## src/rtl/lpw_pkg.sv

```systemverilog
`timescale 1ns/1ps
package lpw_pkg;
  localparam int DATA_W   = 32;
  localparam int BUSY_BIT = 10;
  localparam int NEXT_BIT = 9;
  localparam int DONE_BIT = 8;
  localparam int ERR_BIT  = 7;

  typedef enum logic [1:0] {TGT_NONE, TGT_BANK, TGT_STAT, TGT_IEN} tgt_e;

  // address decode shared by the request side and the commit side
  function automatic tgt_e classify(input int a, input int nbank,
                                    input int stat_a, input int ien_a);
    if (a < nbank)   return TGT_BANK;
    if (a == stat_a) return TGT_STAT;
    if (a == ien_a)  return TGT_IEN;
    return TGT_NONE;
  endfunction

  // true when the tick now seen is the last one the write needs
  function automatic logic commit_due(input int seen, input logic tick, input int need);
    return tick && (seen + 1 == need);
  endfunction

  function automatic logic [DATA_W-1:0] pack_status(input logic busy, input logic done,
                                                    input logic err);
    logic [DATA_W-1:0] r;
    r = '0;
    r[BUSY_BIT] = busy;
    r[NEXT_BIT] = ~busy;
    r[DONE_BIT] = done;
    r[ERR_BIT]  = err;
    return r;
  endfunction

  // enable bits held as {next, done, err}
  function automatic logic [DATA_W-1:0] place_ien(input logic [2:0] e);
    logic [DATA_W-1:0] r;
    r = '0;
    r[NEXT_BIT] = e[2];
    r[DONE_BIT] = e[1];
    r[ERR_BIT]  = e[0];
    return r;
  endfunction
endpackage

```

## src/rtl/lpw_edge_sync.sv

```systemverilog
`timescale 1ns/1ps
module lpw_edge_sync #(
  parameter int STAGES = 2
) (
  input  logic clk,
  input  logic rst_n,
  input  logic async_in,
  output logic tick
);
  logic [STAGES:0] sh;

  always_ff @(posedge clk) begin
    if (!rst_n) sh <= '0;
    else        sh <= {sh[STAGES-1:0], async_in};
  end

  // one bus cycle per slow rising edge, after STAGES flops of settling
  assign tick = sh[STAGES-1] & ~sh[STAGES];
endmodule

```

## src/rtl/lpw_write_track.sv

```systemverilog
`timescale 1ns/1ps
module lpw_write_track
  import lpw_pkg::*;
#(
  parameter int ADDR_W = 4,
  parameter int TICKS  = 4
) (
  input  logic              clk,
  input  logic              rst_n,
  input  logic              req,
  input  logic [ADDR_W-1:0] req_addr,
  input  logic [DATA_W-1:0] req_data,
  input  logic              tick,
  output logic              busy,
  output logic              accept,
  output logic              collide,
  output logic              commit,
  output logic [ADDR_W-1:0] cm_addr,
  output logic [DATA_W-1:0] cm_data
);
  localparam int CW = $clog2(TICKS + 1);

  logic [CW-1:0] seen;

  assign accept  = req & ~busy;
  assign collide = req & busy;
  assign commit  = busy & commit_due(int'(32'(seen)), tick, TICKS);

  always_ff @(posedge clk) begin
    if (!rst_n) begin
      busy    <= 1'b0;
      seen    <= '0;
      cm_addr <= '0;
      cm_data <= '0;
    end else if (accept) begin
      busy    <= 1'b1;
      seen    <= '0;
      cm_addr <= req_addr;
      cm_data <= req_data;
    end else if (busy && tick) begin
      if (commit) begin
        busy <= 1'b0;
        seen <= '0;
      end else begin
        seen <= seen + 1'b1;
      end
    end
  end
endmodule

```

## src/rtl/lpw_slow_bank.sv

```systemverilog
`timescale 1ns/1ps
module lpw_slow_bank
  import lpw_pkg::*;
#(
  parameter int NUM_REGS = 4,
  localparam int IW      = $clog2(NUM_REGS)
) (
  input  logic              clk,
  input  logic              rst_n,
  input  logic              we,
  input  logic [IW-1:0]     wr_idx,
  input  logic [DATA_W-1:0] wr_data,
  input  logic [IW-1:0]     rd_idx,
  output logic [DATA_W-1:0] rd_data
);
  logic [DATA_W-1:0] word [NUM_REGS];

  for (genvar i = 0; i < NUM_REGS; i++) begin : g_reg
    logic [DATA_W-1:0] q;
    always_ff @(posedge clk) begin
      if (!rst_n)                           q <= '0;
      else if (we && wr_idx == IW'(i))      q <= wr_data;
    end
    assign word[i] = q;
  end

  assign rd_data = word[rd_idx];
endmodule

```

## src/rtl/lpw_flags.sv

```systemverilog
`timescale 1ns/1ps
module lpw_flags (
  input  logic       clk,
  input  logic       rst_n,
  input  logic       busy,
  input  logic       commit,
  input  logic       stat_commit,
  input  logic       err_clr_bit,
  input  logic       collide,
  input  logic       stat_read,
  input  logic       ien_we,
  input  logic [2:0] ien_wdata,
  output logic       done,
  output logic       err,
  output logic [2:0] ien,
  output logic       irq
);
  always_ff @(posedge clk) begin
    if (!rst_n) begin
      done <= 1'b0;
      err  <= 1'b0;
      ien  <= '0;
    end else begin
      // a landing commit outranks a clearing read
      if (commit)         done <= 1'b1;
      else if (stat_read) done <= 1'b0;
      // a fresh collision outranks a clearing commit
      if (collide)                         err <= 1'b1;
      else if (stat_commit && err_clr_bit) err <= 1'b0;
      if (ien_we) ien <= ien_wdata;
    end
  end

  assign irq = |({~busy, done, err} & ien);
endmodule

```

## src/rtl/lp_write_bridge.sv

```systemverilog
`timescale 1ns/1ps
module lp_write_bridge
  import lpw_pkg::*;
#(
  parameter int ADDR_W      = 4,
  parameter int NUM_REGS    = 4,
  parameter int STAT_ADDR   = 8,
  parameter int IEN_ADDR    = 9,
  parameter int SYNC_TICKS  = 4,
  parameter int SYNC_STAGES = 2
) (
  input  logic              clk,
  input  logic              rst_n,
  input  logic              slow_clk,
  input  logic              wr_en,
  input  logic              rd_en,
  input  logic [ADDR_W-1:0] addr,
  input  logic [DATA_W-1:0] wdata,
  output logic [DATA_W-1:0] rdata,
  output logic              irq
);
  localparam int IW = $clog2(NUM_REGS);

  tgt_e              cur_tgt, cm_tgt;
  logic              tick, busy, accept, collide, commit;
  logic              sync_req, ien_we, stat_read, bank_we, stat_commit;
  logic              done, err;
  logic [2:0]        ien;
  logic [ADDR_W-1:0] cm_addr;
  logic [DATA_W-1:0] cm_data, bank_rd;

  assign cur_tgt     = classify(int'(32'(addr)), NUM_REGS, STAT_ADDR, IEN_ADDR);
  assign cm_tgt      = classify(int'(32'(cm_addr)), NUM_REGS, STAT_ADDR, IEN_ADDR);
  assign sync_req    = wr_en & ((cur_tgt == TGT_BANK) | (cur_tgt == TGT_STAT));
  assign ien_we      = wr_en & (cur_tgt == TGT_IEN);
  assign stat_read   = rd_en & (cur_tgt == TGT_STAT);
  assign bank_we     = commit & (cm_tgt == TGT_BANK);
  assign stat_commit = commit & (cm_tgt == TGT_STAT);

  lpw_edge_sync #(.STAGES(SYNC_STAGES)) u_sync (
    .clk(clk), .rst_n(rst_n), .async_in(slow_clk), .tick(tick)
  );

  lpw_write_track #(.ADDR_W(ADDR_W), .TICKS(SYNC_TICKS)) u_track (
    .clk(clk), .rst_n(rst_n), .req(sync_req), .req_addr(addr), .req_data(wdata),
    .tick(tick), .busy(busy), .accept(accept), .collide(collide), .commit(commit),
    .cm_addr(cm_addr), .cm_data(cm_data)
  );

  lpw_slow_bank #(.NUM_REGS(NUM_REGS)) u_bank (
    .clk(clk), .rst_n(rst_n), .we(bank_we), .wr_idx(cm_addr[IW-1:0]),
    .wr_data(cm_data), .rd_idx(addr[IW-1:0]), .rd_data(bank_rd)
  );

  lpw_flags u_flags (
    .clk(clk), .rst_n(rst_n), .busy(busy), .commit(commit),
    .stat_commit(stat_commit), .err_clr_bit(cm_data[ERR_BIT]),
    .collide(collide), .stat_read(stat_read), .ien_we(ien_we),
    .ien_wdata({wdata[NEXT_BIT], wdata[DONE_BIT], wdata[ERR_BIT]}),
    .done(done), .err(err), .ien(ien), .irq(irq)
  );

  always_comb begin
    unique case (cur_tgt)
      TGT_BANK: rdata = bank_rd;
      TGT_STAT: rdata = pack_status(busy, done, err);
      TGT_IEN:  rdata = place_ien(ien);
      default:  rdata = '0;
    endcase
  end
endmodule

```

## config.mk

```make
export PLATFORM = sky130hd
export DESIGN_NAME = lp_write_bridge
export DESIGN_NICKNAME = d
export VERILOG_FILES = /design/src/rtl/lpw_pkg.sv /design/src/rtl/lpw_edge_sync.sv /design/src/rtl/lpw_write_track.sv /design/src/rtl/lpw_slow_bank.sv /design/src/rtl/lpw_flags.sv /design/src/rtl/lp_write_bridge.sv
export SDC_FILE = /design/constraint.sdc
export NUM_CORES = 1
export LEC_CHECK = 0
export BUFFER_PORTS_ARGS = -buffer_cell sky130_fd_sc_hd__buf_2
export CORE_ASPECT_RATIO = 1.1
export CORE_MARGIN = 3
export CORE_UTILIZATION = 50
export DETAILED_ROUTE_END_ITERATION = 10
export GPL_ROUTABILITY_DRIVEN = 0
export PLACE_DENSITY = 0.69
export SYNTH_ARGS = -nofsm -noshare
export SYNTH_HDL_FRONTEND = slang
export SYNTH_HIERARCHICAL = 1
export SYNTH_SLANG_ARGS = --single-unit
```

## constraint.sdc

```tcl
create_clock -name clk -period 2.6 [get_ports clk]
set_input_delay 0.13 -clock clk [delete_from_list [all_inputs] [get_ports clk]]
set_output_delay 0.13 -clock clk [all_outputs]
set_load 0.01 [all_outputs]
```

# Yosys cells after proc, flatten, opt, wreduce, memory -nomap -nowiden
# Cells that the tools add are included.
[word_totals] register_bits=176
[op_classes] n_addsub=2 magnitude_cmp=3 n_eq_ne=13 muxes=36 bitwise=15 reduce_logical=15
[op_table] cell="$pmux 32 s3" n=1
[op_table] cell="$bmux 32 s2" n=1
[op_table] cell="$mux 32" n=2
[op_table] cell="$eq 32x4->1 const B" n=1
[op_table] cell="$mux 2" n=12
[op_table] cell="$mux 1" n=19
[op_table] cell="$eq 4x4->1 const B" n=4
[op_table] cell="$eq 2x2->1 const B" n=5
[op_table] cell="$and 1x1->1" n=9
[op_table] cell="$lt 4x3->1 const B" n=2
[op_table] cell="$reduce_bool 2->1" n=4
[op_table] cell="$logic_and 1x1->1" n=7
[op_table] cell="$eq 2x1->1 const B" n=3
[op_table] cell="$add 3x1->4 const B" n=1
[op_table] cell="$add 3x1->3 const B" n=1
[op_table] cell="$and 3x3->3" n=1
[op_table] cell="$ge 3x3->1 const B" n=1
[op_table] cell="$mux 3" n=1
[op_table] cell="$not 1->1" n=3
[op_table] cell="$not 2->3" n=1
[op_table] cell="$reduce_or 3->1" n=1
[op_table] cell="$logic_not 2->1" n=1
[op_table] cell="$reduce_and 2->1" n=1
[op_table] cell="$reduce_or 2->1" n=1
[op_table] cell="$or 1x1->1" n=1

# Depth between registers and ports, before layout
[logic_depth] depth_word=14 ltp_mapped=10 ltp_nobuf=8

# Hierarchy
# Netlist, hierarchy kept.
[by_module_without_submodules] module="lpw_slow_bank" instances=1 cells_per_inst=493 area_each_um2=5534.1 seq_area_each_um2=2562.5
[by_module_without_submodules] module="lpw_write_track" instances=1 cells_per_inst=188 area_each_um2=1764.2 seq_area_each_um2=800.8
[by_module_without_submodules] module="lp_write_bridge" instances=1 cells_per_inst=49 area_each_um2=335.3 seq_area_each_um2=0.0
[by_module_without_submodules] module="lpw_flags" instances=1 cells_per_inst=19 area_each_um2=193.9 seq_area_each_um2=100.1
[by_module_without_submodules] module="lpw_edge_sync" instances=1 cells_per_inst=7 area_each_um2=92.6 seq_area_each_um2=60.1

# Worst setup path after synthesis
# Ideal clock, no wire load.
[synth_timing] kind="register to register" start="register u_track.seen[0]" end="register u_bank.g_reg[0].q[10]" arrival_ns=2.014 required_ns=2.528 setup_slack_ns=0.514 stages_incl_launch_ff=11 path_buffers=2 period_less_slack_ns=2.086 cell_sequence="dfxtp_1 > ha_1 > nand2b_1 > o21ai_0 > and4_1 > nand2b_1 > nor2_1 > nor3b_2 > buf_4 > buf_6 > mux2i_1"
[synth_between] elab_chain_len=6
[synth_lines] item="start: declaration" line_no="lpw_write_track.sv:23" source="logic [CW-1:0] seen;"
[synth_lines] item="start signal: assignment" line_no="lpw_write_track.sv:45" source="seen <= seen + 1'b1;"
[synth_lines] item="$add 3x1->4" line_no="lpw_pkg.sv:22" source="return tick && (seen + 1 == need);"
[synth_lines] item="$eq 32x4->1" line_no="lpw_pkg.sv:22"
[synth_lines] item="$logic_and 1x1->1" line_no="lpw_pkg.sv:22"
[synth_lines] item="$and 1x1->1" line_no="lpw_write_track.sv:27" source="assign commit = busy & commit_due(int'(32'(seen)), tick, TICKS);"
[synth_lines] item="named net commit" line_no="lp_write_bridge.sv:25" source="logic tick, busy, accept, collide, commit;"
[synth_lines] item="$and 1x1->1" line_no="lp_write_bridge.sv:37" source="assign bank_we = commit & (cm_tgt == TGT_BANK);"
[synth_lines] item="named net bank_we" line_no="lp_write_bridge.sv:26" source="logic sync_req, ien_we, stat_read, bank_we, stat_commit;"
[synth_lines] item="$logic_and 1x1->1" line_no="lpw_slow_bank.sv:22" source="else if (we && wr_idx == IW'(i)) q <= wr_data;"
[synth_lines] item="end signal: assignment" line_no="lpw_slow_bank.sv:22"
[synth_lines] item="end: declaration" line_no="lpw_slow_bank.sv:19" source="logic [DATA_W-1:0] q;"
# The timed path passes the listed nets, and every way through them passes these cells.
# A chain may end at the register's enable or synchronous reset.

# Worst setup path in the final report
[layout_timing] start="register u_track.seen[0]" end="register u_bank.g_reg[0].q[5]"
# The elaborated chain is that of the path after synthesis.

==> flow_metrics.py <==
metrics = {
    "outcome": {
        "outcome": "complete, no violations",
    },
    "global_routing": {
        "grt_max_degree": 93,
        "grt_usage_pct": 19.1,
        "grt_pass1_wl_um": 27200,
        "grt_pass1_vias": 5691,
        "antenna_found_initial": 0,
        "grt_overflow_total": 0,
    },
    "detailed_routing": {
        "vias_per_cell": 5.30,
        "drtIter0Drc": 284,
        "wire_per_inst_um": 16.1,
        "num_vias": 5560,
        "finalWirelength_um": 16900,
        "drc": 0,
        "postRouteAntennaNets": 0,
        "drtPass1Iterations": 4,
    },
    "timing": {
        "max_freq_ghz": 0.409,
        "slew_headroom_pct": 57.6,
        "min_period_ns": 2.45,
        "rsz0062_at_grt": "no",
        "setup_tns_ns": 0,
        "finalCritPeriodShare_pct": 94.1,
        "skew_ns": 0.00678,
        "hold_viol": 0,
        "fin_hold_ws_ns": 0.0249,
        "slew_viol_final": 0,
        "setup_viol": 0,
        "tightest_slew_ns": 0.636,
    },
    "final_layout": {
        "drive_gt1_share_pct": 21.8,
        "multi_input_area_sq_um": 3950,
        "register_area_sq_um": 3520,
        "final_core_util_pct": 60.8,
        "area_delta_synth_final_pct": 17.4,
        "fillCellCount": 1244,
        "fin_cells": 1050,
        "fin_area_sq_um": 9300,
        "final_nets": 884,
    },
    "die": {
        "dieWidth_um": 126,
        "start_util_pct": 51.8,
        "pin_count": 74,
        "die_h_um": 138,
        "dieArea_sq_um": 17400,
        "core_area_sq_um": 15300,
        "num_rows": 47,
    },
    "setup_path": {
        "slowest_stage": "nor3b_4",
        "crit_chain": "ha_1, nand2b_1, o21ai_0, and4_1, nand2b_1, nor2_2, nor3b_4, clkbuf_16, mux2i_1",
        "arrival_ns": 2.79,
        "worstPathRequired_ns": 2.94,
        "cp-end-kind": "flip-flop",
        "cp_max_fo": 16,
        "crit_start": "u_track/seen[0]",
        "crit_family": "simple AND/OR/NAND/NOR gates",
        "r2r_start": "u_track/seen[0]",
        "startpoint_type": "flip-flop",
        "critPathMaxStageDelay_ns": 0.36,
        "path_buf_inv": 1,
        "cpMostUsedCell": "nand2b_1",
        "crit_type": "reg2reg",
    },
    "synth": {
        "syn-num-nets": 799,
        "synthArstFlopShare_pct": 0,
        "ys_seq_area_share_pct": 44.5,
        "synth_seq_cells": 176,
        "syn_area_sq_um": 7920,
        "syn_inst": 756,
        "synth_cell_types": 46,
        "synthFlopType": "dfxtp_1",
        "synth-warning-count": 6,
        "synth_edf_count": 0,
        "syn_avg_cell_area_sq_um": 10.5,
    },
    "place": {
        "numPortBuffers": 73,
        "place_area_sq_um": 8280,
        "dp.final_hpwl_um": 10200,
        "dp.cells": 983,
    },
    "clock_tree": {
        "max-clock-path-buffers": 2,
        "cts_inserted_buffers": 17,
        "clock-sinks": 176,
        "clock-root-buffer": "clkbuf_16",
        "insertion_delay_ns": 0.42,
        "cts_tree": "built",
        "clk_pin_slew_ns": 0.06,
        "cts_max_level": 4,
        "post_cts_buffers": 0,
    },
    "job": {
        "maxCapViolations": 0,
    },
    "worst_hold_path": {
        "min_from": "addr[2]",
        "hp-class": "in2reg",
    },
    "pwr": {
        "p_leak_nw": 4.05,
        "pwr-share-clk_pct": 47.5,
        "intPower_mw": 4.59,
        "power.switching_mw": 1.20,
        "power_frac_seq_pct": 47.3,
        "power_frac_comb_pct": 5.2,
        "switching_share_pct": 20.7,
        "power.density_nw_per_um2": 622,
        "max-vdd-ir-drop_mv": 0.458,
    },
}
## final timing paths
kind                                               to  slack, ns  cells after the start
worst max-delay path             u_bank/g_reg[0].q[5]       0.15                      9
worst min-delay path               u_track/cm_addr[2]       0.02                      3
worst max register to register   u_bank/g_reg[0].q[5]       0.15                      9
worst min register to register  u_bank/g_reg[1].q[30]       0.46                      2
## per-layer routing
layer / GRT usage, % / part of all wire, % / vias to the layer above
li1: - / - / 2741
met1: 24.2 / 45 / 2699
met2: 32.8 / 50 / 101
met3: 3.74 / 3.6 / 19
met4: 6.15 / 1.4 / 0
met5: 0 / 0 / -
## final cells by class
cell class / instances / share of cell area, %
Multi-Input combinational cell: 521 / 42.4
Antenna cell: 1 / 0.0269
Timing Repair Buffer: 122 / 9.86
Sequential cell: 176 / 37.9
Clock inverter: 9 / 1.66
Tap cell: 196 / 2.64
Clock buffer: 22 / 5.32
Inverter: 3 / 0.175
## power by group through the flow
| stage | registers, mW | logic (mW) | clock network, mW |
|---|---|---|---|
| floorplan | 2.79 | 0.201 | 0 |
| global placement | 2.80 | 0.259 | 0 |
| detailed placement | 2.80 | 0.265 | 0 |
| CTS | 2.74 | 0.304 | 2.80 |
| global route | 2.74 | 0.332 | 2.90 |
| finish | 2.74 | 0.302 | 2.75 |
## sequential cells by signal, indices dropped and copies added, names as in the netlist
register,cells
u_track/cm_data,32
u_track/busy,1
u_bank/g.q,128
u_track/cm_addr,4
u_flags/err,1
u_flags/done,1
u_sync/sh,3
u_flags/ien,3
u_track/seen,3
## logic make-up (layout without fill, tap and decap cells)
kind of cell,after synthesis,after routing,synth area share [%]
multiplexers,166,166,26.2
flip-flops,176,176,44.5
XOR/XNOR,1,1,0.111
adder cells (fa/ha/maj),2,2,0.316
AND/OR/NAND/NOR,297,297,16.6
AO/OA/AOI/OAI,55,55,6.51
other,0,1,0
buffers and inverters,59,156,5.81
## worst register-to-register path, stage by stage, from the launching register on
cell and delay (ns):
dfxtp_1 0.35, ha_1 0.25, nand2b_1 0.17, o21ai_0 0.23, and4_1 0.25, nand2b_1 0.09
nor2_2 0.17, nor3b_4 0.36, clkbuf_16 0.30, mux2i_1 0.21
## per-stage QoR
| stage | total power [mW] | setup WS (ns) |
|---|---|---|
| floorplan | 2.99 | 0.514 |
| global placement | 3.06 | 0.294 |
| detailed placement | 3.06 | 0.188 |
| CTS | 5.84 | 0.163 |
| global route | 5.97 | 0.0317 |
| finish | 5.79 | 0.152 |
## Yosys cell counts, types with 2 or more instances
library cell / count / share of area (%)
o2bb2ai_1: 2 / 0.22
nor3b_1: 2 / 0.19
buf_12: 2 / 0.51
and2_1: 35 / 2.8
nor2_1: 2 / 0.095
inv_1: 2 / 0.095
nand2b_1: 5 / 0.39
dfxtp_1: 176 / 44
mux4_2: 29 / 8.2
ha_1: 2 / 0.32
mux2i_1: 133 / 17
nand3b_1: 2 / 0.19
buf_8: 5 / 0.95
buf_4: 7 / 0.66
nand2_1: 234 / 11
o21ai_0: 5 / 0.32
a21boi_2: 29 / 4.1
a31oi_1: 2 / 0.16
clkbuf_1: 7 / 0.33
mux4_1: 3 / 1.0
a21boi_0: 8 / 0.76
nor2b_1: 6 / 0.47
buf_2: 23 / 1.5
o21a_1: 2 / 0.19
buf_6: 12 / 1.7
## cell usage in the layout (no fill, tap or decap), types with 2 or more instances in the layout
cell type      netlist  final
dfxtp_1            176    176
nand2_1            234    234
a21boi_0             8      8
a21boi_2            29     29
buf_12               2      6
mux4_2              29     29
o21ai_0              5      5
dlygate4sd3_1        0     34
nand3b_1             2      2
clkbuf_8             0      5
ha_1                 2      2
nand2b_1             5      5
o2bb2ai_1            2      2
clkinvlp_4           0      2
bufinv_16            0      4
mux4_1               3      3
mux2i_1            133    133
nor3b_1              2      2
clkbuf_16            0     18
nor2b_1              6      6
inv_1                2      2
and2_1              35     35
a31oi_1              2      2
clkinv_2             0      2
buf_2               23     72
buf_4                7      8
o21a_1               2      2
nor2_2               1      2
## what timing repair did
action | CTS | global route
gates resized for setup | 0 | 1
setup endpoints to repair | 0 | 8
endpoints found under the hold margin | 37 | 0
hold buffers | 34 | 0
Note: power is estimated with default switching activity, not from simulation.
